<file path="config.mk">
export PLATFORM = sky130hd
export DESIGN_NAME = rd_hs_ctrl
export DESIGN_NICKNAME = d
export VERILOG_FILES = /design/src/rtl/rd_hs_pkg.sv /design/src/rtl/rd_hs_seq.sv /design/src/rtl/rd_hs_strobe.sv /design/src/rtl/rd_hs_guard.sv /design/src/rtl/rd_hs_ctrl.sv
export SDC_FILE = /design/constraint.sdc
export NUM_CORES = 1
export LEC_CHECK = 0
export ABC_AREA = 1
export BUFFER_PORTS_ARGS = -buffer_cell sky130_fd_sc_hd__buf_2
export CAP_MARGIN = 10
export CORE_AREA = 2 2 39 41
export CTS_BUF_LIST = sky130_fd_sc_hd__clkbuf_8
export CTS_CLUSTER_DIAMETER = 40
export DETAILED_ROUTE_END_ITERATION = 8
export DIE_AREA = 0 0 41 43
export PLACE_DENSITY_LB_ADDON = 0.05
export SLEW_MARGIN = 5
export SYNTH_ARGS = -nofsm -noshare
export SYNTH_HDL_FRONTEND = slang
export SYNTH_SLANG_ARGS = --single-unit
</file>
<file path="constraint.sdc">
create_clock -name clk_i -period 0.9 [get_ports clk_i]
set_clock_uncertainty 0.05 [all_clocks]
set_input_delay 0.09 -clock clk_i [delete_from_list [all_inputs] [get_ports clk_i]]
set_output_delay 0.09 -clock clk_i [all_outputs]
set_load 0.03 [all_outputs]
</file>
<file path="src/rtl/rd_hs_pkg.sv">
package rd_hs_pkg;

  // handshake events decoded each cycle
  typedef struct packed {
    logic start;      // request accepted, strobe goes up
    logic latch_up;
    logic ack_up;
    logic rtz_enter;  // latch closes, return phase begins
    logic ack_down;
    logic rtz_exit;   // cycle complete
  } hs_evt_t;

endpackage

</file>
<file path="src/rtl/rd_hs_seq.sv">
module rd_hs_seq
  import rd_hs_pkg::*;
(
  input  logic clk_i,
  input  logic rst_ni,
  input  logic req_i,
  input  logic dev_ack_i,
  input  logic strobe_i,
  output logic start_o,
  output logic latch_o,
  output logic ack_o,
  output logic rtz_o
);

  hs_evt_t evt;
  logic latch_q, ack_q, rtz_q;

  always_comb begin
    evt.start     = !rtz_q && !strobe_i && !latch_q && !ack_q && req_i && !dev_ack_i;
    evt.latch_up  = !rtz_q && strobe_i && dev_ack_i && req_i && !latch_q && !ack_q;
    evt.ack_up    = !rtz_q && latch_q && !ack_q;
    evt.rtz_enter = !rtz_q && latch_q && ack_q && !req_i;
    evt.ack_down  = rtz_q && ack_q && !latch_q;
    evt.rtz_exit  = rtz_q && !ack_q && !latch_q && !strobe_i && !dev_ack_i;
  end

  always_ff @(posedge clk_i or negedge rst_ni) begin
    if (!rst_ni) begin
      latch_q <= 1'b0;
      ack_q   <= 1'b0;
      rtz_q   <= 1'b0;
    end else begin
      if (evt.latch_up)       latch_q <= 1'b1;
      else if (evt.rtz_enter) latch_q <= 1'b0;

      if (evt.ack_up)         ack_q <= 1'b1;
      else if (evt.ack_down)  ack_q <= 1'b0;

      if (evt.rtz_enter)      rtz_q <= 1'b1;
      else if (evt.rtz_exit)  rtz_q <= 1'b0;
    end
  end

  assign start_o = evt.start;
  assign latch_o = latch_q;
  assign ack_o   = ack_q;
  assign rtz_o   = rtz_q;

endmodule

</file>
<file path="src/rtl/rd_hs_strobe.sv">
module rd_hs_strobe #(
  parameter bit HOLD_OR = 1'b1
) (
  input  logic clk_i,
  input  logic rst_ni,
  input  logic req_i,
  input  logic latch_i,
  input  logic rtz_i,
  input  logic start_i,
  output logic strobe_o
);

  logic keep_c, strobe_q;

  generate
    if (HOLD_OR) begin : g_hold_or
      // held by request or latch: safe without a latch-before-strobe guarantee
      assign keep_c = (req_i && !rtz_i) || latch_i;
    end else begin : g_follow
      // follows request: relies on latch closing no later than strobe
      assign keep_c = req_i && !rtz_i;
    end
  endgenerate

  always_ff @(posedge clk_i or negedge rst_ni) begin
    if (!rst_ni) strobe_q <= 1'b0;
    else         strobe_q <= keep_c && (strobe_q || start_i);
  end

  assign strobe_o = strobe_q;

endmodule

</file>
<file path="src/rtl/rd_hs_guard.sv">
module rd_hs_guard (
  input  logic clk_i,
  input  logic rst_ni,
  input  logic req_i,
  input  logic dev_ack_i,
  input  logic strobe_i,
  input  logic ack_i,
  output logic err_o
);

  logic req_p, dack_p, err_q, viol_c;

  always_comb begin
    viol_c = ( dev_ack_i && !dack_p && !strobe_i)
          || (!dev_ack_i &&  dack_p &&  strobe_i)
          || (!req_i     &&  req_p  && !ack_i)
          || ( req_i     && !req_p  &&  dev_ack_i);
  end

  always_ff @(posedge clk_i or negedge rst_ni) begin
    if (!rst_ni) begin
      req_p  <= 1'b0;
      dack_p <= 1'b0;
      err_q  <= 1'b0;
    end else begin
      req_p  <= req_i;
      dack_p <= dev_ack_i;
      err_q  <= err_q || viol_c;
    end
  end

  assign err_o = err_q;

endmodule

</file>
<file path="src/rtl/rd_hs_ctrl.sv">
module rd_hs_ctrl #(
  parameter bit STROBE_HOLD_OR = 1'b1
) (
  input  logic clk_i,
  input  logic rst_ni,
  input  logic req_i,
  input  logic dev_ack_i,
  output logic dev_strobe_o,
  output logic latch_en_o,
  output logic xfer_ack_o,
  output logic proto_err_o
);

  logic start, latch, ack, rtz, strobe;

  rd_hs_seq u_seq (
    .clk_i     (clk_i),
    .rst_ni    (rst_ni),
    .req_i     (req_i),
    .dev_ack_i (dev_ack_i),
    .strobe_i  (strobe),
    .start_o   (start),
    .latch_o   (latch),
    .ack_o     (ack),
    .rtz_o     (rtz)
  );

  rd_hs_strobe #(.HOLD_OR(STROBE_HOLD_OR)) u_strobe (
    .clk_i    (clk_i),
    .rst_ni   (rst_ni),
    .req_i    (req_i),
    .latch_i  (latch),
    .rtz_i    (rtz),
    .start_i  (start),
    .strobe_o (strobe)
  );

  rd_hs_guard u_guard (
    .clk_i     (clk_i),
    .rst_ni    (rst_ni),
    .req_i     (req_i),
    .dev_ack_i (dev_ack_i),
    .strobe_i  (strobe),
    .ack_i     (ack),
    .err_o     (proto_err_o)
  );

  assign dev_strobe_o = strobe;
  assign latch_en_o   = latch;
  assign xfer_ack_o   = ack;

endmodule

</file>
==> results of run 1 <==
[worst register-to-register path: stages (launching register included)]
cell and delay, ps:
dfrtp_2 410, buf_6 130, nor2_4 120, nand3b_1 90, nand2_1 60, nand2_1 40
[state kept, by name, summed over array words and instances (netlist names)]
| signal | flops |
|---|---|
| u_seq.ack_o | 1 |
| u_strobe.strobe_o | 1 |
| u_seq.rtz_o | 1 |
| u_guard.err_o | 1 |
| u_seq.latch_o | 1 |
| u_guard.dack_p | 1 |
| u_guard.req_p | 1 |
[metrics by stage]
| step | worst slack, ps | power, mW |
|---|---|---|
| final | -129 | 1.74 |
| after global routing | -156 | 1.85 |
| after CTS | -117 | 1.69 |
| after detailed placement | -21.5 | 1.03 |
| after global placement | -22.0 | 1.03 |
| after floorplan | -64.4 | 0.826 |
[logic make-up after synthesis]
family,after synthesis,synth area share (%)
AND/OR/NAND/NOR,21,31.2
buffers and inverters,3,3.85
AO/OA/AOI/OAI,3,5.13
flip-flops,7,59.8
[path summary, 6_finish.rpt]
path / start / end / cells past startpoint
max: u_seq.ack_o / xfer_ack_o / 2
min: dev_ack_i / u_guard.err_o / 3
max reg2reg: u_seq.ack_o / u_seq.rtz_o / 5
min reg2reg: u_seq.rtz_o / u_seq.ack_o / 1
max in group asynchronous: rst_ni / u_strobe.strobe_o / 2
min in group asynchronous: rst_ni / u_guard.err_o / 2
[layout make-up]
| type | instances | area [um^2] |
|---|---|---|
| clock buffers | 3 | 41.3 |
| clock inverters | 1 | 3.75 |
| fillers | 143 | 871 |
| inverters | 3 | 11.3 |
| multi-input cells | 24 | 119 |
| flip-flops and latches | 7 | 179 |
| well taps | 16 | 20.0 |
| repair buffers | 15 | 139 |
[repair_timing]
item,4_1_cts,5_1_grt
hold buffers,3,0
setup endpoints to repair,5,9
pin swaps,3,2
gates resized for setup,10,3
endpoints found under the hold margin,9,0
cloned,0,0
setup buffers,3,0
[placed cells by master (no fill, tap or decap), drive strengths merged]
cell / count
a21oi: 1
nor2: 7
clkbuf: 3
buf: 12
nand2: 9
dlygate4sd3: 3
nand3: 3
nand4: 1
dfrtp: 7
o21ai: 2
nand3b: 1
inv: 4
[power by group]
part / switching (mW) / internal, mW / total [mW]
Clock: 0.129 / 0.294 / 0.423
Sequential: 0.116 / 0.419 / 0.535
Combinational: 0.376 / 0.404 / 0.780
Total: 0.622 / 1.12 / 1.74
[per-layer routing]
layer / vias to the layer above / track usage (%) / routed length (um)
li1: 146 / - / -
met1: 131 / 12.9 / 299
met2: 8 / 17.5 / 398
met3: 4 / 4.71 / 43
met4: 0 / 12.0 / 31
met5: - / 0 / 0
==> impl_metrics.csv, run 1 <==
group,metric,value,unit
run_status,status,"finished, violations left",
run_status,violations,"negative setup slack",
route,vias,289,
power_and_ir_drop,p_per_area,3390,nW/um^2
timing,slew-limit-headroom,89.0,%
synth,netlist-cell-type-count,10,
timing,fin_setup_tns,-495,ps
synth,ys_ff_latch,7,
synth,ys_warn_count,0,
synth,syn_nets,38,
die,rows,14,
clocking,htreeDepth,1,
die,die_area,1760,um^2
cells_and_area,drive_gt1_share,37.7,%
die,fp.dieH,43,um
setup_path,critPathSlowestCell,"dfrtp_2",
synth,synth_top_area_share,59.8,%
route,wl,771,um
clocking,insertion_delay,220,ps
synth,synth_common_cells,"nand2_1 (9), dfrtp_1 (7), nor2_1 (6)",
setup_path,slowest_delay,410,ps
place,dpl.cell_count,59,
synth,yosys.area.top_type,"dfrtp_1",
synth,syn_avg_cell_area,8.61,um^2
grt,grt.total_usage,12.3,%
clocking,tritoncts,"built",
place,gp_congestion,0.676,
power_and_ir_drop,ir_worst_vdd,1220,uV
timing,hold_violations,0,
clocking,cts-buffers-inserted,3,
synth,ys_async_sr_fraction,100,%
run,maxCapViolCount,0,
cells_and_area,n_antenna_cell,0,
timing,final_max_slew_viol_count,0,
synth,syn_inst,34,
route,antenna_left,0,
place,placed_cell_area,372,um^2
die,die_x,41,um
synth,synth-edff-count,0,
route,post_drt_wl_per_cell,11.2,um
synth,yosysMostFrequentCell,"nand2_1",
timing,finalSetupViolCount,8,
timing,setup_ws,-129,ps
synth,synth-main-ff-cell,"dfrtp_1",
synth,yosysSeqAreaShare,59.8,%
clocking,clk_path_buf_depth,2,
die,core_area,1380,um^2
clocking,cts.clk_slew.worst_paths,40,ps
setup_path,cpMostUsedCell,"buf_6",
setup_path,critical_path_class,"flop to primary output",
timing,max_slew.worst_pin.slew,164,ps
setup_path,worst_setup_path_start_kind,"flop",
clocking,cts.sinks,7,
place,hpwl,485,um
power_and_ir_drop,p_leak,0.253,nW
cells_and_area,areaGrowthSynthToFinish,75.2,%
timing,holdWs,94.0,ps
setup_path,worst_ep_required_time,760,ps
cells_and_area,fin_util,37.1,%
setup_path,cp_cell_sequence,"buf_6 -> buf_6",
grt,grt_max_degree,8,
route,firstDrtPassIters,2,
route,drt_iter0_drc,4,
min_path,min_path_type,"input port to flop",
route,vias_per_cell,4.19,
cells_and_area,fin_nets,58,
grt,first_global_vias,303,
timing,grt_setup_unrepaired,"yes",
setup_path,r2r_setup_slack,-110,ps
cells_and_area,final_area,513,um^2
die,start_util,21.2,%
setup_path,critPathBufInv,2,
setup_path,path_max_fanout,2,
grt,grt.overflow.total,0,
setup_path,cp_top_family,"flip-flops",
setup_path,cp-end-kind,"primary output",
timing,fin_crit,1030,ps
die,ios,8,
place,port_buffers,7,
synth,synth_area_leaders,"dfrtp_1 (60%), nand2_1 (12%), nor2_1 (7.7%)",
synth,syn_area,293,um^2
setup_path,cp.arrival,890,ps
route,drc,0,
grt,grt_pass1_wl,1.29,mm
grt,antenna_found_initial,0,
timing,max_freq,972,MHz
cells_and_area,final_cells,69,
clocking,cts-root-buf,"clkbuf_8",
timing,min_period_over_period,114,%
No activity file was read; power rests on OpenSTA's default activity.
==> inputs of run 2 (changes only) <==
--- a/config.mk
+++ b/config.mk
@@ -5,7 +5,7 @@
 export SDC_FILE = /design/constraint.sdc
 export NUM_CORES = 1
 export LEC_CHECK = 0
-export ABC_AREA = 1
+export ABC_AREA = 0
 export BUFFER_PORTS_ARGS = -buffer_cell sky130_fd_sc_hd__buf_2
 export CAP_MARGIN = 10
 export CORE_AREA = 2 2 39 41
@@ -18,3 +18,4 @@
 export SYNTH_ARGS = -nofsm -noshare
 export SYNTH_HDL_FRONTEND = slang
 export SYNTH_SLANG_ARGS = --single-unit
+export TNS_END_PERCENT = 30
==> impl_metrics.csv, run 2 <==
group,metric,value,unit
run_status,status,"finished, violations left",
run_status,violations,"negative setup slack",
synth,synth_area_leaders,"dfrtp_1 (63%), a21oi_1 (7.2%), o21ai_0 (5.4%)",
die,ios,8,
clocking,cts-buffers-inserted,3,
cells_and_area,multiInputGateArea,135,um^2
cells_and_area,regArea,179,um^2
synth,yosysMostFrequentCell,"dfrtp_1",
route,wl,748,um
timing,max_freq,883,MHz
timing,setup_ws,-232,ps
cells_and_area,final_common_cell,"buf_6",
grt,grt.overflow.total,0,
timing,min_period_over_period,126,%
synth,yosys.area.top_type,"dfrtp_1",
timing,fin_crit,1130,ps
power_and_ir_drop,p_per_area,3260,nW/um^2
synth,syn_area,279,um^2
die,start_util,20.2,%
cells_and_area,areaGrowthSynthToFinish,87.4,%
power_and_ir_drop,p_leak,0.231,nW
timing,hold_violations,0,
synth,ys_ff_latch,7,
timing,finalSetupViolCount,9,
place,gp_congestion,0.717,
synth,yosysSeqAreaShare,62.8,%
route,vias_per_cell,4.33,
cells_and_area,fill_cells,135,
route,firstDrtPassIters,4,
setup_path,worst_setup_path_start_kind,"flop",
min_path,min_path_type,"input port to flop",
setup_path,worst_ep_required_time,760,ps
route,post_drt_wl_per_cell,12.5,um
setup_path,cpMostUsedCell,"buf_6",
die,die_x,41,um
setup_path,path_max_fanout,3,
synth,synth-main-ff-cell,"dfrtp_1",
route,vias,260,
cells_and_area,fin_nets,49,
setup_path,cp_cell_sequence,"buf_6 -> buf_6 -> buf_6",
place,dpl.cell_count,53,
synth,synth-edff-count,0,
die,core_area,1380,um^2
grt,grt_max_degree,8,
cells_and_area,n_antenna_cell,0,
die,rows,14,
timing,final_max_slew_viol_count,0,
synth,ys_warn_count,0,
run,maxCapViolCount,0,
synth,syn_nets,29,
clocking,htreeDepth,1,
setup_path,cp-end-kind,"primary output",
grt,antenna_found_initial,0,
cells_and_area,drive_gt1_share,56.8,%
clocking,cts-root-buf,"clkbuf_8",
timing,slew-limit-headroom,88.5,%
synth,syn_inst,25,
cells_and_area,final_cells,60,
grt,grt_pass1_wl,1.25,mm
clocking,tritoncts,"built",
clocking,cts.sinks,7,
die,fp.dieH,43,um
synth,ys_async_sr_fraction,100,%
setup_path,critical_path_class,"flop to primary output",
timing,max_slew.worst_pin.slew,173,ps
clocking,cts.clk_slew.worst_paths,40,ps
route,drc,0,
place,port_buffers,7,
route,drt_iter0_drc,2,
clocking,clk_path_buf_depth,2,
clocking,insertion_delay,230,ps
power_and_ir_drop,ir_worst_vdd,1080,uV
grt,first_global_vias,296,
die,die_area,1760,um^2
setup_path,slowest_delay,410,ps
setup_path,critPathSlowestCell,"dfrtp_2",
timing,grt_setup_unrepaired,"yes",
cells_and_area,most-common-layout-cells,"buf_6 (7), dfrtp_1 (4)",
grt,grt.total_usage,11.0,%
synth,netlist-cell-type-count,12,
synth,synth_common_cells,"dfrtp_1 (7), a21oi_1 (4), o21ai_0 (3)",
place,place_ws,-192,ps
synth,syn_avg_cell_area,11.2,um^2
synth,synth_top_area_share,62.8,%
setup_path,cp.arrival,990,ps
route,antenna_left,0,
-- run 2: cells by family (layout without fill, tap and decap cells) --
family                   after synthesis  count (layout)  share of synthesized area, %
buffers and inverters                  2              21                          2.69
adder cells (fa/ha/maj)                1               1                          3.59
AO/OA/AOI/OAI                         10              10                          22.0
AND/OR/NAND/NOR                        5               5                          8.97
flip-flops                             7               7                          62.8
-- run 2: metrics by stage --
stage / utilization, % / setup TNS [ps] / hold slack (ps) / power, mW / area [um^2]
after floorplan: - / -656 / -256 / 0.787 / 282
after detailed placement: 27.0 / -759 / -119 / 1.02 / 374
after CTS: 36.3 / -1130 / 65.7 / 1.67 / 502
final: 37.8 / -1140 / 86.8 / 1.71 / 523
after global placement: 27.0 / -748 / -116 / 1.02 / 374
after global routing: 37.8 / -1410 / 93.6 / 1.83 / 523
-- run 2: critical path: cells and delay by family, from the launching register on --
| kind | cells | cell delay, ps |
|---|---|---|
| DFF | 1 | 410 |
| buffers and inverters | 3 | 360 |
-- run 2: routing by layer --
metal	part of all wire, %	wire length, um	GRT usage (%)
met5	0	0	0
met4	0	0	10.0
met1	43	322	14.4
met2	54	402	14.7
met3	3.2	24	1.57
-- run 2: area by class of cell --
type                            count  share of cell area [%]
Timing Repair Buffer               15                    26.1
Clock buffer                        3                    7.89
Multi-Input combinational cell     16                    25.8
Clock inverter                      1                   0.718
Tap cell                           16                    3.83
Inverter                            2                    1.44
Sequential cell                     7                    34.2
-- run 2: what timing repair did --
action                     CTS  global route
setup endpoints to repair    9             9
pin swaps                    4             0
hold endpoints to repair     8             0
setup buffers                1             0
resized for setup           17             4
hold buffers                 2             0
-- run 2: path summary, 6_finish.rpt --
path / slack (ps) / start / to / depth (start not counted)
max in group asynchronous: 420 / rst_ni / u_seq.ack_o / 2
worst min register to register: 460 / u_guard.err_o / u_guard.err_o / 2
worst max register to register: -190 / u_strobe.strobe_o / u_seq.rtz_o / 3
worst max-delay path: -230 / u_seq.latch_o / latch_en_o / 3
worst min-delay path: 90 / dev_ack_i / u_guard.dack_p / 2
min in group asynchronous: 200 / rst_ni / u_guard.err_o / 2
-- run 2: report_power, final --
part,internal (mW),switching [mW],total (mW)
logic,0.396,0.357,0.753
registers,0.415,0.109,0.524
clock network,0.295,0.134,0.428
==> inputs of run 3 (changes only) <==
--- a/config.mk
+++ b/config.mk
@@ -8,6 +8,8 @@
 export ABC_AREA = 0
 export BUFFER_PORTS_ARGS = -buffer_cell sky130_fd_sc_hd__buf_2
 export CAP_MARGIN = 10
+export CELL_PAD_IN_SITES_DETAIL_PLACEMENT = 1
+export CELL_PAD_IN_SITES_GLOBAL_PLACEMENT = 2
 export CORE_AREA = 2 2 39 41
 export CTS_BUF_LIST = sky130_fd_sc_hd__clkbuf_8
 export CTS_CLUSTER_DIAMETER = 40
==> impl_metrics.csv, run 3 (synthesized netlist as in run 2, its figures left out) <==
group,metric,value,unit
route,wl,851,um
timing,hold_violations,0,
setup_path,worst_setup_path_start_kind,"flop",
clocking,htreeDepth,1,
setup_path,cp-end-kind,"primary output",
timing,slew-limit-headroom,88.7,%
setup_path,critical_path_class,"flop to primary output",
route,vias,285,
grt,grt.overflow.total,0,
timing,max_freq,887,MHz
run,maxCapViolCount,0,
route,drt_iter0_drc,0,
min_path,min_path_type,"input port to flop",
place,hpwl,573,um
clocking,clk_path_buf_depth,2,
timing,max_slew.worst_pin.slew,169,ps
timing,fin_crit,1130,ps
setup_path,path_max_fanout,4,
setup_path,cp.arrival,990,ps
route,firstDrtPassIters,1,
timing,min_period_over_period,125,%
grt,antenna_found_initial,0,
place,gp_congestion,0.673,
die,ios,8,
clocking,tritoncts,"built",
die,start_util,20.2,%
cells_and_area,drive_gt1_share,53.2,%
run_status,status,"finished, violations left",
clocking,cts-buffers-inserted,3,
clocking,cts.clk_slew.worst_paths,40,ps
grt,grt_pass1_wl,1.43,mm
die,core_area,1380,um^2
cells_and_area,n_antenna_cell,0,
place,place_ws,-193,ps
place,port_buffers,7,
cells_and_area,fill_cells,155,
timing,final_max_slew_viol_count,0,
clocking,cts-root-buf,"clkbuf_8",
setup_path,worstSetupStartpoint,"u_seq.latch_o",
cells_and_area,most-common-layout-cells,"buf_6 (9), dfrtp_1 (5), buf_4 (4)",
cells_and_area,regArea,178,um^2
min_path,hold_start,"dev_ack_i",
route,vias_per_cell,4.52,
run_status,violations,"negative setup slack",
timing,finalSetupViolCount,8,
power_and_ir_drop,p_per_area,3450,nW/um^2
cells_and_area,final_common_cell,"buf_6",
die,fp.dieH,43,um
route,drc,0,
route,post_drt_wl_per_cell,13.5,um
setup_path,worst_ep_required_time,760,ps
grt,first_global_vias,339,
timing,holdWs,78.0,ps
timing,grt_setup_unrepaired,"yes",
cells_and_area,fin_nets,52,
cells_and_area,areaGrowthSynthToFinish,91.5,%
clocking,cts.sinks,7,
die,die_area,1760,um^2
setup_path,rr_startpoint,"u_strobe.strobe_o",
die,die_x,41,um
grt,grt.total_usage,13.5,%
clocking,insertion_delay,230,ps
power_and_ir_drop,ir_worst_vdd,1260,uV
cells_and_area,multiInputGateArea,118,um^2
grt,grt_max_degree,8,
power_and_ir_drop,p_leak,0.247,nW
die,rows,14,
timing,setup_ws,-227,ps
route,antenna_left,0,
[run 3: cell types whose count changed in the layout (fill, tap and decap cells not counted), sizes merged]
| cell | change |
|---|---|
| buf | +3 |
[run 3: power by group]
| part | switching [mW] | leakage (nW) | internal [mW] |
|---|---|---|---|
| Clock | 0.147 | 0.0269 | 0.296 |
| Sequential | 0.0816 | 0.0804 | 0.411 |
| Combinational | 0.411 | 0.139 | 0.498 |
| Total | 0.640 | 0.247 | 1.20 |
[run 3: worst max-delay path, stage by stage, from the launching register on]
cell	delay, ps
dfrtp_2	400
buf_6	130
buf_6	100
buf_6	120
[run 3: final timing paths]
check	to	slack, ps	cells after the start
worst max-delay path	latch_en_o	-230	3
min in group asynchronous	u_seq.ack_o	170	2
max in group asynchronous	u_seq.latch_o	450	2
worst min-delay path	u_guard.dack_p	80	2
worst max register to register	u_seq.rtz_o	-190	3
worst min register to register	u_guard.err_o	450	2
[run 3: metrics by stage]
step	cell area, um^2	TNS [ps]	std cells	power (mW)	utilization [%]
floorplan	282	-656	25	0.787	-
global placement	382	-620	54	1.08	27.6
detailed placement	382	-702	54	1.08	27.6
CTS	527	-1220	63	1.83	38.1
global route	534	-1440	63	1.95	38.6
finish	534	-1200	63	1.84	38.6
[run 3: layout make-up]
class                      count  share of cell area, %
timing repair buffer          18                   31.1
inverter                       2                   1.41
multi-input combinational     16                   22.0
sequential                     7                   33.3
clock inverter                 1                  0.703
tap                           16                   3.75
clock buffer                   3                   7.73
[run 3: layer usage]
metal	wire length (um)	share of wire (%)	track usage, %	vias to the layer above
li1	-	-	-	134
met2	408	48	18.1	11
met3	44	5.2	5.24	5
met1	355	42	14.8	135
met4	43	5.1	14.0	0
met5	0	0	0	-
[run 3: repair_timing]
item	4_1_cts	5_1_grt
pin swaps	4	0
setup endpoints to repair	9	9
resized for setup	17	2
hold buffers	2	0
buffers inserted	3	0
hold endpoints to repair	8	0
